### config.mk
export PLATFORM = sky130hd
export DESIGN_NAME = cpu_wake_seq
export DESIGN_NICKNAME = d
export VERILOG_FILES = /design/src/rtl/cpu_wake_pkg.sv /design/src/rtl/wake_ref_div.sv /design/src/rtl/wake_delay_timer.sv /design/src/rtl/wake_poll_guard.sv /design/src/rtl/cpu_wake_seq.sv
export SDC_FILE = /design/constraint.sdc
export NUM_CORES = 1
export LEC_CHECK = 0
export ABC_AREA = 1
export BUFFER_PORTS_ARGS = -buffer_cell sky130_fd_sc_hd__buf_2
export CAP_MARGIN = 20
export CORE_ASPECT_RATIO = 1.4
export CORE_MARGIN = 3
export CORE_UTILIZATION = 26
export CTS_CLUSTER_DIAMETER = 40
export CTS_CLUSTER_SIZE = 20
export DETAILED_ROUTE_END_ITERATION = 10
export PLACE_DENSITY_LB_ADDON = 0.3
export REMOVE_ABC_BUFFERS = 1
export SYNTH_ARGS = -nofsm -noshare
export SYNTH_HDL_FRONTEND = slang
export SYNTH_SLANG_ARGS = --single-unit
### constraint.sdc
create_clock -name clk -period 1.55 [get_ports clk]
set_input_delay 0.31 -clock clk [delete_from_list [all_inputs] [get_ports clk]]
set_output_delay 0.31 -clock clk [all_outputs]
set_load 0.01 [all_outputs]
### src/rtl/cpu_wake_pkg.sv
// Package: shared types and command-word construction for the wake-up sequencer.
// Assumes the command register field layout: shorthand 19:18, level 14,
// delivery status 12, delivery mode 10:8, vector 7:0.
package cpu_wake_pkg;

    typedef enum logic [2:0] {
        S_IDLE,
        S_CLEAR,
        S_WRITE,
        S_POLL,
        S_WAIT,
        S_CHECK
    } seq_state_t;

    localparam logic [2:0] MODE_INIT  = 3'b101;
    localparam logic [2:0] MODE_START = 3'b110;
    localparam int         PEND_BIT   = 12;

    // Build a broadcast-to-others, level-assert command word.
    function automatic logic [31:0] build_cmd(input logic [2:0] mode, input logic [7:0] vec);
        logic [31:0] w;
        w        = 32'h0;
        w[19:18] = 2'b11;
        w[14]    = 1'b1;
        w[10:8]  = mode;
        w[7:0]   = vec;
        return w;
    endfunction

endpackage

### src/rtl/wake_ref_div.sv
// Module: divides the block clock down to the reference timer tick.
// Assumes DIV >= 1; the tick is free-running from reset and is one cycle wide.
module wake_ref_div #(
    parameter int DIV = 2
) (
    input  logic clk,
    input  logic rst_n,
    output logic tick
);
    generate
        if (DIV <= 1) begin : g_pass
            assign tick = 1'b1;
        end else begin : g_cnt
            localparam int DW = $clog2(DIV);
            logic [DW-1:0] cnt_q;

            // Count clocks modulo DIV.
            always_ff @(posedge clk) begin
                if (!rst_n)                      cnt_q <= '0;
                else if (cnt_q == DW'(DIV - 1))  cnt_q <= '0;
                else                             cnt_q <= cnt_q + 1'b1;
            end

            assign tick = rst_n && (cnt_q == DW'(DIV - 1));

            AST_TICK_SPACED: assert property (@(posedge clk) disable iff (!rst_n)
                tick |=> !tick);
        end
    endgenerate
endmodule

### src/rtl/wake_delay_timer.sv
// Module: down-counter for the post-command delays, measured in reference ticks.
// Assumes load and a tick never need to be honoured in the same cycle (load wins).
module wake_delay_timer #(
    parameter int TW = 14
) (
    input  logic          clk,
    input  logic          rst_n,
    input  logic          load,
    input  logic [TW-1:0] load_val,
    input  logic          tick,
    output logic          zero
);
    logic [TW-1:0] rem_q;

    // Load a reload value, or step down once per reference tick.
    always_ff @(posedge clk) begin
        if (!rst_n)                     rem_q <= '0;
        else if (load)                  rem_q <= load_val;
        else if (tick && rem_q != '0)   rem_q <= rem_q - 1'b1;
    end

    assign zero = (rem_q == '0);

    AST_TIMER_NO_WRAP: assert property (@(posedge clk) disable iff (!rst_n)
        ($past(rem_q) == '0 && !$past(load)) |-> rem_q == '0);
endmodule

### src/rtl/wake_poll_guard.sv
// Module: counts consecutive busy status reads and flags the timeout.
// Assumes clr is given on every command write, before polling starts.
module wake_poll_guard #(
    parameter int LIMIT = 16
) (
    input  logic clk,
    input  logic rst_n,
    input  logic clr,
    input  logic busy_rd,
    output logic expired
);
    localparam int GW = $clog2(LIMIT + 1);
    logic [GW-1:0] cnt_q;

    // Track busy reads since the last write, saturating at the limit.
    always_ff @(posedge clk) begin
        if (!rst_n)                       cnt_q <= '0;
        else if (clr)                     cnt_q <= '0;
        else if (busy_rd && !expired)     cnt_q <= cnt_q + 1'b1;
    end

    assign expired = (cnt_q == GW'(LIMIT - 1));

    AST_GUARD_BOUND: assert property (@(posedge clk) disable iff (!rst_n)
        cnt_q <= GW'(LIMIT - 1));
endmodule

### src/rtl/cpu_wake_seq.sv
// Module: top of the wake-up sequencer. It clears the reported-in counter,
// issues INIT and then two start-up broadcasts, polls delivery status after
// each write, waits the timed gap, and finally compares the processor count.
// Assumes cmd_rdata is valid in the same cycle that cmd_rd is high.
module cpu_wake_seq
    import cpu_wake_pkg::*;
#(
    parameter int CLK_HZ   = 125_000_000,
    parameter int REF_HZ   = 1_193_182,
    parameter int LONG_US  = 10_000,
    parameter int SHORT_US = 200,
    parameter int POLL_MAX = 64,
    parameter int CW       = 8
) (
    input  logic          clk,
    input  logic          rst_n,
    input  logic          start,
    input  logic [7:0]    start_vec,
    input  logic [CW-1:0] exp_count,
    input  logic [CW-1:0] cpu_count,
    output logic          cnt_clr,
    output logic          cmd_wr,
    output logic [31:0]   cmd_wdata,
    output logic          cmd_rd,
    input  logic [31:0]   cmd_rdata,
    output logic          done,
    output logic          pass,
    output logic [CW-1:0] final_count,
    output logic [1:0]    err_code
);
    localparam int DIV          = (CLK_HZ / REF_HZ < 1) ? 1 : CLK_HZ / REF_HZ;
    localparam int LONG_RELOAD  = REF_HZ / (1_000_000 / LONG_US);
    localparam int SHORT_RELOAD = REF_HZ / (1_000_000 / SHORT_US);
    localparam int TW           = $clog2(LONG_RELOAD + 2);

    seq_state_t    state_q;
    logic [1:0]    step_q;
    logic          done_q, pass_q;
    logic [CW-1:0] final_q;
    logic [1:0]    err_q;
    logic          tick, tmr_zero, tmr_load, expired, busy;
    logic [TW-1:0] reload;
    logic          unused_rdata_bits;

    assign busy              = cmd_rdata[PEND_BIT];
    assign unused_rdata_bits = ^{cmd_rdata[31:PEND_BIT+1], cmd_rdata[PEND_BIT-1:0]};
    assign tmr_load          = (state_q == S_POLL) && !busy;
    assign reload            = (step_q == 2'd0) ? TW'(LONG_RELOAD) : TW'(SHORT_RELOAD);

    wake_ref_div #(.DIV(DIV)) u_div (
        .clk(clk), .rst_n(rst_n), .tick(tick)
    );

    wake_delay_timer #(.TW(TW)) u_tmr (
        .clk(clk), .rst_n(rst_n), .load(tmr_load), .load_val(reload),
        .tick(tick), .zero(tmr_zero)
    );

    wake_poll_guard #(.LIMIT(POLL_MAX)) u_guard (
        .clk(clk), .rst_n(rst_n), .clr(state_q == S_WRITE),
        .busy_rd((state_q == S_POLL) && busy), .expired(expired)
    );

    // Sequence control and result registers.
    always_ff @(posedge clk) begin
        if (!rst_n) begin
            state_q <= S_IDLE;
            step_q  <= 2'd0;
            done_q  <= 1'b0;
            pass_q  <= 1'b0;
            final_q <= '0;
            err_q   <= 2'd0;
        end else begin
            done_q <= 1'b0;
            case (state_q)
                S_IDLE: if (start) begin
                    state_q <= S_CLEAR;
                    pass_q  <= 1'b0;
                    final_q <= '0;
                    err_q   <= 2'd0;
                end
                S_CLEAR: begin
                    step_q  <= 2'd0;
                    state_q <= S_WRITE;
                end
                S_WRITE: state_q <= S_POLL;
                S_POLL: begin
                    if (!busy) begin
                        state_q <= S_WAIT;
                    end else if (expired) begin
                        state_q <= S_IDLE;
                        done_q  <= 1'b1;
                        err_q   <= step_q + 2'd1;
                    end
                end
                S_WAIT: if (tmr_zero) begin
                    if (step_q == 2'd2) begin
                        state_q <= S_CHECK;
                    end else begin
                        step_q  <= step_q + 2'd1;
                        state_q <= S_WRITE;
                    end
                end
                S_CHECK: begin
                    state_q <= S_IDLE;
                    done_q  <= 1'b1;
                    pass_q  <= (cpu_count == exp_count);
                    final_q <= cpu_count;
                end
                default: state_q <= S_IDLE;
            endcase
        end
    end

    // Drive the strobes and the command word from the current step.
    always_comb begin
        cnt_clr   = (state_q == S_CLEAR);
        cmd_wr    = (state_q == S_WRITE);
        cmd_rd    = (state_q == S_POLL);
        cmd_wdata = '0;
        if (state_q == S_WRITE)
            cmd_wdata = (step_q == 2'd0) ? build_cmd(MODE_INIT, 8'h00)
                                         : build_cmd(MODE_START, start_vec);
    end

    assign done        = done_q;
    assign pass        = pass_q;
    assign final_count = final_q;
    assign err_code    = err_q;

    AST_INIT_AFTER_CLEAR: assert property (@(posedge clk) disable iff (!rst_n)
        (cmd_wr && cmd_wdata[10:8] == MODE_INIT) |-> $past(cnt_clr));
    AST_WAIT_AFTER_IDLE: assert property (@(posedge clk) disable iff (!rst_n)
        (state_q == S_WAIT && $past(state_q) == S_POLL) |-> !$past(cmd_rdata[PEND_BIT]));
    AST_WRITE_AFTER_DELAY: assert property (@(posedge clk) disable iff (!rst_n)
        (cmd_wr && step_q != 2'd0) |-> $past(tmr_zero));
    AST_DONE_PULSE: assert property (@(posedge clk) disable iff (!rst_n)
        done |=> !done);
    AST_ABORT_FAILS: assert property (@(posedge clk) disable iff (!rst_n)
        (done && err_code != 2'd0) |-> !pass);
endmodule

==> results of run 1 <==
-- Yosys cell counts, drive strengths merged --
| cell type | instances |
|---|---|
| dfxtp | 45 |
| nand3 | 27 |
| a211oi | 2 |
| clkbuf | 3 |
| nand2 | 102 |
| clkinv | 4 |
| a21oi | 29 |
| nor3b | 1 |
| a31oi | 1 |
| or2 | 6 |
| nor3 | 5 |
| nor2 | 70 |
| xor2 | 7 |
| o21a | 2 |
| ha | 5 |
| o21bai | 1 |
| o21ai | 20 |
| conb | 1 |
| nand4 | 16 |
| buf | 28 |
| inv | 41 |
| xnor2 | 2 |
-- through the flow --
stage	area, sq um	hold slack, ps
after detailed placement	3270	449
after floorplan	2590	408
after CTS	3470	309
final	3630	311
after global routing	3630	324
after global placement	3270	428
-- final cells by class --
cell class	count	share of cell area (%)
Multi-Input combinational cell	314	45.4
Clock buffer	5	3.45
Timing Repair Buffer	92	15.5
Tap cell	135	4.65
Sequential cell	45	25.3
Timing Repair inverter	1	0.172
Inverter	45	5.00
Clock inverter	3	0.620
-- cells by family (layout without fill, tap and decap cells) --
kind of cell | Yosys count | in the layout | share of synthesized area [%]
flip-flops | 45 | 45 | 32.9
adder cells (fa/ha/maj) | 5 | 5 | 2.28
XOR/XNOR | 9 | 9 | 2.88
AO/OA/AOI/OAI | 55 | 55 | 11.2
buffers and inverters | 76 | 146 | 13.9
other | 1 | 18 | 0.137
AND/OR/NAND/NOR | 227 | 227 | 36.6
-- worst max-delay path by stage --
stage | endpoint | slack (ps) | depth (start not counted)
after floorplan | u_guard.cnt_q[6] | -160 | 6
final | cmd_wdata[2] | 30 | 6
after detailed placement | u_tmr.rem_q[5] | 40 | 10
after global routing | cmd_wdata[6] | -20 | 6
after global placement | u_tmr.rem_q[9] | 50 | 10
after CTS | cmd_wdata[0] | 2 | 6
-- cell usage in the layout, fill, tap and decap left out, types with 7 or more instances in the layout --
cell     Yosys  layout
buf_4       22      33
nand4_1     16      16
inv_1       38      35
nand3_1     25      22
dfxtp_1     45      38
xor2_1       7       7
o21ai_0     13      13
buf_2        4      56
conb_1       1      18
nor2_2       4      12
nand2_1     99      95
a21oi_1     29      29
nor2_1      64      54
-- routing by layer --
metal / share of wire, % / GRT usage [%]
met2: 55 / 23.3
met1: 40 / 12.3
met4: 2.0 / 4.40
met3: 2.9 / 2.36
met5: 0 / 0
-- where the power goes --
group	internal (W)	switching (W)	leakage [nW]
Combinational	0.000196	0.000290	1.28
Sequential	0.00118	0.0000273	0.368
Clock	0.000600	0.000461	0.0738
-- registers in the layout (all words and copies together), names as in the netlist --
| signal | flops |
|---|---|
| done | 1 |
| err_code | 2 |
| final_count | 8 |
| pass | 1 |
| state_q | 3 |
| step_q | 2 |
| u_div.g_cnt.cnt_q | 7 |
| u_guard.cnt_q | 7 |
| u_tmr.rem_q | 14 |
-- critical path, cell delays in order, from the launching register on --
cell,delay [ps]
dfxtp_2,340
inv_2,50
ha_4,180
inv_4,70
nand2_1,50
nor2_1,90
buf_2,140
-- timing repair --
action	in CTS	in global routing
resized for setup	13	41
cloned	2	0
pin swaps	1	15
setup endpoints to repair	10	38
buffers inserted	1	4
==> results summary, run 1 <==
In this run the critical register-to-register path is launched from u_tmr.rem_q[1]. The post-route fraction of the period consumed by the critical path came out at 97.8%. The count of distinct cell types in the synthesized netlist came out at 36.

The worst setup path is launched from a flip-flop. The maximum frequency from static timing analysis came out at 660 MHz. The core region area is 10100 sq um. The analysis attributes to cell leakage a power of 1.72 nW. The layout cell share with drive strength beyond 1 came out at 31.5%. The clock network latency to the later pin of the worst-skew pair came out at 290 ps.

For this run, design rule violations remaining after detail routing come to 0. The area share of the largest cell type after synthesis came out at 32.9%. The number of sinks handled by clock tree synthesis came out at 45.

The startpoint identified for the worst hold timing path is cpu_count[4]. The worst setup path startpoint is step_q[1]. The endpoint kind of the worst setup timing path is a primary output. Using the TritonRoute via totals, the vias-per-cell ratio works out to 4.38.

In the post-route analysis, the smallest setup slack over all paths is 34.1 ps. The via total after detailed routing is 2806. The global-route usage over all layers is 11.9%. The final-report hold violation count is 0. The footprint of the multi-input gates came out at 1650 sq um. The flip-flop and latch count after synthesis is 45.

The terminating pin of the worst hold path is final_count[4]. VDD sags by at most 0.390 mV. The clock edge transition at the registers on the reported setup and hold paths is 70 ps.

STA puts the critical path data arrival time at 1210 ps. The number of antenna diodes is 0. The flow ran to the end, and the final reports show no timing, DRC or antenna violations. Routability-driven placement finished with a final weighted congestion of 0.822.

Counting along the longest clock path gives a buffer depth of 2. OpenSTA, run right after detailed placement, puts the worst setup slack at 36.5 ps. Clock skew on the completed layout was measured at 8.76 ps. The required time of the critical path is 1240 ps. The net count of the finished layout is 568. The pin count of the biggest net entering global routing is 21.

Sequential elements use 32.9% of the synthesized area. The final global-route overflow total came out at 0. The total wirelength of the detailed-routed design is 7160 um.

The average instance area after synthesis is 6.55 sq um. The final total power is 0.00276 W. The area of all sequential standard cells came out at 917 sq um. The cell area power density came out at 759 nW/um^2. For this run, the detailed router's first-pass iteration total came to 4. The biggest fanout along the worst timing path is 5. The post-detailed-route wirelength per cell is 11.2 um.

The depth of the CTS H-tree is 2. The die height came out at 127 um. dfxtp_1 takes more of the synthesized area than any other cell. The final standard cell utilization of the core came out at 35.9%. Setup violations remaining at the end of the flow were counted as 0.

The residual antenna-violating net count after detailed routing is 0. The initial cell density of the core is 27.1%. After legalization and detailed placement, the total HPWL measured 5550 um. The synthesized cell area is 2740 sq um. The initialized floorplan defines 43 standard-cell rows. The cell depth of the worst min-delay path came out at 3.

TritonCTS built the clock tree. The die span in x came out at 92.7 um. The root buffer cell chosen for the clock tree is clkbuf_16. Once layout is complete, the cells apart from fillers number 640. The endpoint of the worst register-to-register path is u_tmr.rem_q[9].

The number of buffers added on ports is 56. The initial antenna violation count came out at 0. The max-cap violation count came out at 0. The area growth from synthesis to layout is 32.5%. The count of warnings emitted by yosys came out at 0.

By area the synthesized netlist is led by dfxtp_1 33%, nand2_1 14%, nor2_1 8.8%. The first global-routing pass estimated 11600 um of wire. 106 I/O pins were placed.

The count of final max-slew check failures is 0. The depth of the worst register-to-register path came out at 10. The area enclosed by the die boundary came out at 11800 sq um. Adding up every negative setup slack in the final design gives 0 ps. The path category of the worst min-delay check is input pin to flip-flop.

The via count of the first global-routing pass came out at 2609. The post-route minimum period is 1520 ps. For flop-to-flop paths, the worst setup slack is 90 ps.

The cell count after placement is 625. The number of standard cells after synthesis came out at 418. The layout filler cell count came out at 1140. Setup repair after global routing could not meet its margin everywhere.

For this block, the initial DRC count from the detailed router was 73. The setup path with the least slack is of type flip-flop to primary output. The number of hold-repair buffers added at the cts stage came out at 0.

The number of buffers inserted during clock tree synthesis came out at 5.
No activity file was read; power rests on OpenSTA's default activity.
==> run 2: changes to the inputs <==
--- a/config.mk
+++ b/config.mk
@@ -5,7 +5,7 @@
 export SDC_FILE = /design/constraint.sdc
 export NUM_CORES = 1
 export LEC_CHECK = 0
-export ABC_AREA = 1
+export ABC_AREA = 0
 export BUFFER_PORTS_ARGS = -buffer_cell sky130_fd_sc_hd__buf_2
 export CAP_MARGIN = 20
 export CORE_ASPECT_RATIO = 1.4
==> run 2 against run 1 <==
  * The run now ends with setup timing left
  * Count of clock-buffer cells in the layout unchanged
  * Clock skew down 4.5 ps
  * Clock power about the same
  * Combinational power up 59%
  * Worst setup slack worse by 230 ps
  * Sequential share of layout area down 1.8 points
  * Synthesized cell count down 30%
  * Sequential power about the same
  * Via count down 9.1%
  * Design area up 7.3%
  * Critical path type unchanged
  * Largest cell class unchanged
  * Largest power group unchanged
==> results summary, run 2 <==
The proportion of synthesized flip-flops having asynchronous set or reset is 0% (unchanged). The biggest fanout along the worst timing path came out at 4 (-1). The number of search-and-repair iterations in the first detailed-routing pass came to 4 (unchanged). Clock tree synthesis selected as its root buffer the cell clkbuf_16. The share of the yosys chip area belonging to registers came to 35.7% (+2.8 points).

The max-cap violation count came out at 0 (unchanged). The delay of the slowest critical-path stage came out at 350 ps (about the same). In this run the critical register-to-register path is launched from u_tmr.rem_q[0]. The residual DRC count is 0 (unchanged). Sorting the synthesized cells by area gives the leading types as dfxtp_1 36%, buf_4 6.5%, nor2_1 3.9%. The count of distinct cell types in the synthesized netlist came out at 60 (+67%). The via total after detailed routing is 2552 (-9.1%). The detailed-placement wirelength estimate is 5130 um (-7.6%). The setup clock skew after layout came to 4.28 ps (-4.48 ps). The die span in x is 89.3 um (-3.7%). The final total power is 0.00303 W (+10%). The global-route wire length before repair is 11400 um (-1.5%). The via count of the first global-routing pass came to 2495 (-4.4%). The required time of the critical path was 1240 ps (about the same). The net count of the finished layout came out at 469 (-17%). The number of standard cells after synthesis came to 291 (-30%). The cell area power density came out at 779 nW/um^2 (+2.5%). The area share of the largest cell type after synthesis is 35.7% (+2.8 points). The final standard cell utilization of the core was 42.2% (+6.3 points).

The core region area is 9230 sq um (-8.7%). The flow ran to the end, but the final reports show violations. The synthesized cell area is 2530 sq um (-7.8%).

The residual antenna-violating net count after detailed routing came out at 0 (unchanged). The endpoint kind of the worst setup timing path is a primary output. The depth of the worst register-to-register path is 7 (-3). The flip-flop and latch count after synthesis came out at 45 (unchanged).

The type of element launching the critical path is a flip-flop. The worst hold path belongs to the class input pin to flip-flop. The number of hold-repair buffers added at the cts stage is 0 (unchanged).

The final global-route overflow total came out at 0 (unchanged). Among all stages on the critical path, the largest delay is contributed by dfxtp_4. The pin count of the biggest net entering global routing is 17 (-19%). The number of sinks handled by clock tree synthesis was 45 (unchanged). The area of placed instances is 3140 sq um (-3.7%). The post-route minimum period is 1740 ps (+228 ps). The final weighted congestion of routability-driven global placement is 0.800 (-2.7%). The count of standard-cell rows came to 41 (-4.7%). Counting flops per register, the top entry is u_tmr.rem_q. The post-detailed-route wirelength per cell is 14.7 um (+31%). The number of enable-type register cells in the synthesized netlist came out at 0 (unchanged). The number of buffers inserted during clock tree synthesis is 5 (unchanged). The iteration-0 DRC count of the detailed router is 76 (+4.1%). The area enclosed by the die boundary came out at 11000 sq um (-7.3%).

The global-route usage over all layers came to 13.3% (+1.4 points). The leakage power figure came out at 1.62 nW (-5.8%). The flip-flop count of the largest register, all copies and words added is 14 (unchanged). The worst ir drop on vdd came out at 0.715 mV (+84%).

The clock edge transition at the registers on the reported setup and hold paths came out at 60 ps (about the same). The post-route worst setup slack came out at -194 ps (-228 ps). The total negative slack for setup checks was -3110 ps (-3110 ps). The cell type with the highest aggregate area in the netlist is dfxtp_1. The clock network latency to the later pin of the worst-skew pair is 290 ps (about the same). The total non-filler cell area in the finished layout came to 3900 sq um (+7.3%). Walking the worst path, the cells encountered are nor3b_4, nor2b_4, buf_6, and2_1, buf_2. The critical path starts at state_q[0]. After synthesis, the most frequently instantiated cells are 45 x dfxtp_1, 26 x nor2_1, 22 x buf_4. The number of failing setup endpoints in the final timing report is 30 (+30).

The count of final max-slew check failures came to 0 (unchanged). The arrival time at the worst endpoint came out at 1430 ps (+220 ps). The most critical setup path has its endpoint at cmd_wdata[6].

The average instance area after synthesis is 8.68 sq um (+32%). TritonCTS built the clock tree. The maximum frequency from static timing analysis is 574 MHz (-13%). The checks that failed: setup timing.

The top-level port count is 106 (unchanged). The library cells used most frequently in the layout, excluding fill and tap cells, are 56 x buf_4, 43 x buf_2, 35 x dfxtp_1. In this run the critical register-to-register path is captured at u_tmr.rem_q[6]. The die height is 123 um (-3.8%). The initial cell density of the core came to 27.4% (+0.28 points).

The final-report hold violation count came out at 0 (unchanged). The deepest clock path buffer count came out at 2 (unchanged). The most common library cell in the layout ignoring fill and taps is buf_4. Setup repair after global routing could not meet its margin everywhere.

The count of warnings emitted by yosys is 0 (unchanged). The layout cell share with drive strength beyond 1 was 48.8% (+17 points). The total wirelength of the detailed-routed design is 7520 um (+5.1%). The number of antenna diodes was 0 (unchanged). In the synthesized netlist the dominant register cell turns out to be dfxtp_1.

The number of buffers added on ports is 56 (unchanged). The slack of the worst reg-to-reg path is -180 ps (-270 ps). The critical path is of the flip-flop to primary output type. The initial antenna violation count came out at 0 (unchanged).

The most frequent cell after synthesis is dfxtp_1. The area growth from synthesis to layout is 54.2%. The layout filler cell count is 924 (-19%).

The depth of the CTS H-tree is 2 (unchanged). The routed via count divided by cell count came to 4.97 (+13%). The post-route fraction of the period consumed by the critical path came out at 112% (+15 points).
[run 2: logic make-up after synthesis]
| family | count (synthesis) | share of synthesized area [%] |
|---|---|---|
| other | 1 | 0.148 |
| XOR/XNOR | 14 | 4.85 |
| AND/OR/NAND/NOR | 115 | 27.7 |
| AO/OA/AOI/OAI | 63 | 17.1 |
| adder cells (fa/ha/maj) | 5 | 2.48 |
| multiplexers | 5 | 1.98 |
| flip-flops | 45 | 35.7 |
| buffers and inverters | 43 | 10.1 |
[run 2: per-stage QoR]
| stage | setup slack, ps | std cells | hold WS [ps] |
|---|---|---|---|
| CTS | -197 | 504 | 282 |
| finish | -194 | 513 | 293 |
| global placement | -332 | 485 | 428 |
| global route | -228 | 513 | 331 |
| floorplan | -1290 | 274 | 413 |
| detailed placement | -381 | 485 | 434 |
[run 2: how the worst min path moves through the flow]
stage                           end  slack, ps  depth (start not counted)                 start
5_1_grt              final_count[1]        330                          3          cpu_count[1]
6_report             final_count[2]        290                          3          cpu_count[2]
4_1_cts              final_count[2]        280                          3          cpu_count[2]
3_5_place_dp       u_guard.cnt_q[6]        430                          1      u_guard.cnt_q[6]
2_1_floorplan  u_div.g_cnt.cnt_q[0]        410                          1  u_div.g_cnt.cnt_q[0]
3_3_place_gp       u_guard.cnt_q[6]        430                          1      u_guard.cnt_q[6]
[run 2: critical path, delay by kind of cell (launching register included)]
family,cells,cell delay (ps)
simple gates,3,550
flops,1,350
buf+inv,2,240
[run 2: metal layers]
metal / up-vias / global-route usage, % / routed length [um]
met5: - / 0 / 0
met4: 0 / 8.57 / 206
met3: 16 / 2.35 / 203
met2: 54 / 23.4 / 4220
met1: 1222 / 14.2 / 2900
li1: 1260 / - / -
[run 2: report_power, final]
group	leakage [nW]	total [W]	internal, W	switching, W
clock network	0.0696	0.00105	0.000591	0.000460
logic	1.18	0.000771	0.000407	0.000364
registers	0.368	0.00121	0.00118	0.0000265
total	1.62	0.00303	0.00218	0.000850
[run 2: layout make-up]
| class | count | area [sq um] | share of cell area [%] |
|---|---|---|---|
| inverters | 9 | 33.8 | 0.867 |
| well taps | 107 | 134 | 3.44 |
| clock buffers | 5 | 125 | 3.21 |
| flip-flops and latches | 45 | 916 | 23.5 |
| clock inverters | 3 | 17.5 | 0.450 |
| multi-input cells | 221 | 1760 | 45.2 |
| repair buffers | 123 | 910 | 23.3 |
[run 2: timing repair]
item	4_1_cts	5_1_grt
cloned	2	0
endpoints found under the setup margin	37	43
setup buffers	11	9
pin swaps	25	16
gates resized for setup	59	48
==> run 3: changes to the inputs <==
--- a/config.mk
+++ b/config.mk
@@ -8,6 +8,8 @@
 export ABC_AREA = 0
 export BUFFER_PORTS_ARGS = -buffer_cell sky130_fd_sc_hd__buf_2
 export CAP_MARGIN = 20
+export CELL_PAD_IN_SITES_DETAIL_PLACEMENT = 0
+export CELL_PAD_IN_SITES_GLOBAL_PLACEMENT = 1
 export CORE_ASPECT_RATIO = 1.4
 export CORE_MARGIN = 3
 export CORE_UTILIZATION = 26
==> run 3 against run 2 <==
  * The run still ends with setup timing left
  * Sequential power about the same
  * Core utilization rose by 0.46 points
  * Sequential share of layout area decreased by 0.19 points
  * Combinational power down 1%
==> results summary, run 3 (synthesis results as in run 2) <==
The post-route worst setup slack is -180 ps (+13.3 ps). The endpoint of the worst register-to-register path is u_tmr.rem_q[6]. The global-route usage over all layers came to 13.6% (+0.25 points). In this run the worst setup path begins at u_tmr.rem_q[0]. The clock edge transition at the registers on the reported setup and hold paths is 70 ps (about the same).

The register bank with the most flops is u_tmr.rem_q. The slowest stage of the critical path is the or4_4 cell. The detailed-placement wirelength estimate came out at 5360 um (+4.5%). The via count of the first global-routing pass came out at 2473 (-0.88%). The global routing met3 resource utilization is 2.42% (+0.067 points). The number of failing setup endpoints in the final timing report came out at 32 (+6.7%).

The setup clock skew after layout is 4.52 ps (+0.235 ps). The post-route minimum period came out at 1730 ps (-13.3 ps). The residual DRC count is 0 (unchanged).

The required time of the critical path came to 1760 ps (+520 ps). The final-report hold violation count is 0 (unchanged). The initial antenna violation count was 0 (unchanged).

The final weighted congestion of routability-driven global placement came out at 0.787 (-1.6%). The residual antenna-violating net count after detailed routing came to 0 (unchanged). The count of final max-slew check failures came to 0 (unchanged). The post-route fraction of the period consumed by the critical path came out at 112% (-0.86 points). The flip-flop count of the largest register, all copies and words added came out at 14 (unchanged). The maximum frequency from static timing analysis is 578 MHz (+0.77%). The most crowded layer after global routing is met2.

The clock tree root buffer cell is clkbuf_16. The critical path goes through inv_2, ha_4, buf_6, nand2b_4, or4_4, or4_1, a31oi_1. The via total after detailed routing is 2552 (unchanged).

The number of buffers added on ports came to 56 (unchanged). TritonCTS built the clock tree. The core region area was 9230 sq um (unchanged). The cell area power density came to 777 nW/um^2 (-0.26%). The slack of the worst reg-to-reg path came out at -180 ps (about the same). Setup repair after global routing could not meet its margin everywhere.

The pin count of the biggest net entering global routing was 17 (unchanged). The startpoint of the worst hold path is cpu_count[3]. The worst ir drop on vdd came out at 0.552 mV (-23%). The layout cell share with drive strength beyond 1 was 50.4% (+1.6 points). The routed via count divided by cell count came out at 4.91 (-1.3%). The worst hold path terminates at final_count[3]. The global-route track usage on met2 is 24.5% (+1.1 points). The flow ran to the end, but the final reports show violations. The max-cap violation count came out at 0 (unchanged). In this run the critical register-to-register path is launched from u_tmr.rem_q[0]. Grouping stages by cell kind, the critical path spends the most delay in simple AND/OR/NAND/NOR gates. The global-route wire length before repair came out at 11800 um (+3.7%). The depth of the worst register-to-register path came out at 7 (unchanged). The worst setup path is launched from a flip-flop.

The final global-route overflow total came to 0 (unchanged). The deepest clock path buffer count is 2 (unchanged). The number of stages on the worst setup path is 7 (+2). The clock network latency to the later pin of the worst-skew pair came out at 290 ps (about the same). By startpoint and endpoint, the worst setup path is classified as flip-flop to flip-flop. In the layout the commonest cells are 58 x buf_4, 46 x buf_2, 35 x dfxtp_1. The transition time of the tightest slew-check pin came out at 495 ps. The number of buffers inserted during clock tree synthesis is 5 (unchanged). The post-detailed-route wirelength per cell was 14.7 um (+0.12%). The arrival time at the worst endpoint came out at 1940 ps (+510 ps).

The library cell used most frequently in the layout, excluding fill and tap cells, is buf_4. The net count of the finished layout is 476 (+1.5%). The cell depth of the worst min-delay path is 3 (unchanged). The number of buffers and inverters on the critical path came out at 2 (unchanged). The number of antenna diodes is 0 (unchanged).

The top-level port count is 106 (unchanged). The number of search-and-repair iterations in the first detailed-routing pass came out at 4 (unchanged). The path class of the tightest hold or removal check is input pin to flip-flop. The total wirelength of the detailed-routed design is 7640 um (+1.5%). The delay of the slowest critical-path stage was 420 ps (+70 ps).

The area enclosed by the die boundary is 11000 sq um (unchanged). The number of hold-repair buffers added at the cts stage is 0 (unchanged). The total non-filler cell area in the finished layout came out at 3940 sq um (+1.1%). The final reports fail on setup timing. The setup slack at placement is -405 ps (-24.2 ps). The number of sinks handled by clock tree synthesis came out at 45 (unchanged). The iteration-0 DRC count of the detailed router is 86 (+13%). The area of placed instances came out at 3210 sq um (+2.1%). The depth of the CTS H-tree is 2 (unchanged). The biggest fanout along the worst timing path is 3 (-1). The met1 capacity usage during global routing came out at 16.1% (+1.8 points). The count of standard-cell rows is 41 (unchanged). The initial cell density of the core is 27.4% (unchanged). The final standard cell utilization of the core is 42.7% (+0.46 points). The leakage power figure is 1.67 nW (+2.7%). The die height is 123 um (unchanged).

The endpoint kind of the worst setup timing path is a flip-flop. The worst slew slack as a fraction of its limit is 66.9%. The die span in x is 89.3 um (unchanged).

Relative to the synthesized area, the layout overhead comes to 55.9%.
## run 3: layout make-up
class | instances | area, sq um
timing repair buffer | 131 | 970
multi-input combinational | 220 | 1730
clock inverter | 3 | 25.0
clock buffer | 5 | 125
fill | 933 | 5300
inverter | 9 | 33.8
tap | 107 | 134
sequential | 45 | 918
## run 3: through the flow
stage | hold slack (ps) | setup TNS (ps) | instances | power [W]
2_1_floorplan | 413 | -21770 | 274 | 0.00147
3_3_place_gp | 428 | -2760 | 494 | 0.00174
3_5_place_dp | 436 | -3270 | 494 | 0.00174
4_1_cts | 294 | -2320 | 514 | 0.00299
5_1_grt | 325 | -5460 | 520 | 0.00320
6_report | 296 | -2760 | 520 | 0.00306
## run 3: how the worst max path moves through the flow
stage / to / slack (ps)
finish: u_tmr.rem_q[6] / -180
floorplan: cmd_wdata[0] / -1290
CTS: cmd_wdata[0] / -210
global route: cmd_wdata[0] / -260
detailed placement: u_tmr.rem_q[6] / -400
global placement: u_tmr.rem_q[6] / -320
## run 3: power by group
part / internal, W / total (W) / switching, W / leakage [nW]
registers: 0.00118 / 0.00120 / 0.0000229 / 0.369
logic: 0.000400 / 0.000763 / 0.000363 / 1.23
clock network: 0.000607 / 0.00109 / 0.000485 / 0.0704
total: 0.00219 / 0.00306 / 0.000871 / 1.67
## run 3: worst min-delay path, delay by kind of cell
family,cells,cell delay (ps)
AO/OA/AOI/OAI,1,70
AND/OR/NAND/NOR,1,80
buffers and inverters,1,90
## run 3: per-layer routing
layer | part of all wire (%) | wire, um | vias up
met1 | 39 | 2950 | 1231
met5 | 0 | 0 | -
li1 | - | - | 1265
met3 | 2.8 | 216 | 11
met4 | 1.4 | 106 | 0
met2 | 57 | 4360 | 45
## run 3: timing repair
item	CTS	global route
pin swaps	23	26
setup endpoints to repair	35	43
resized for setup	55	57
buffers inserted	12	10
gates cloned	1	0
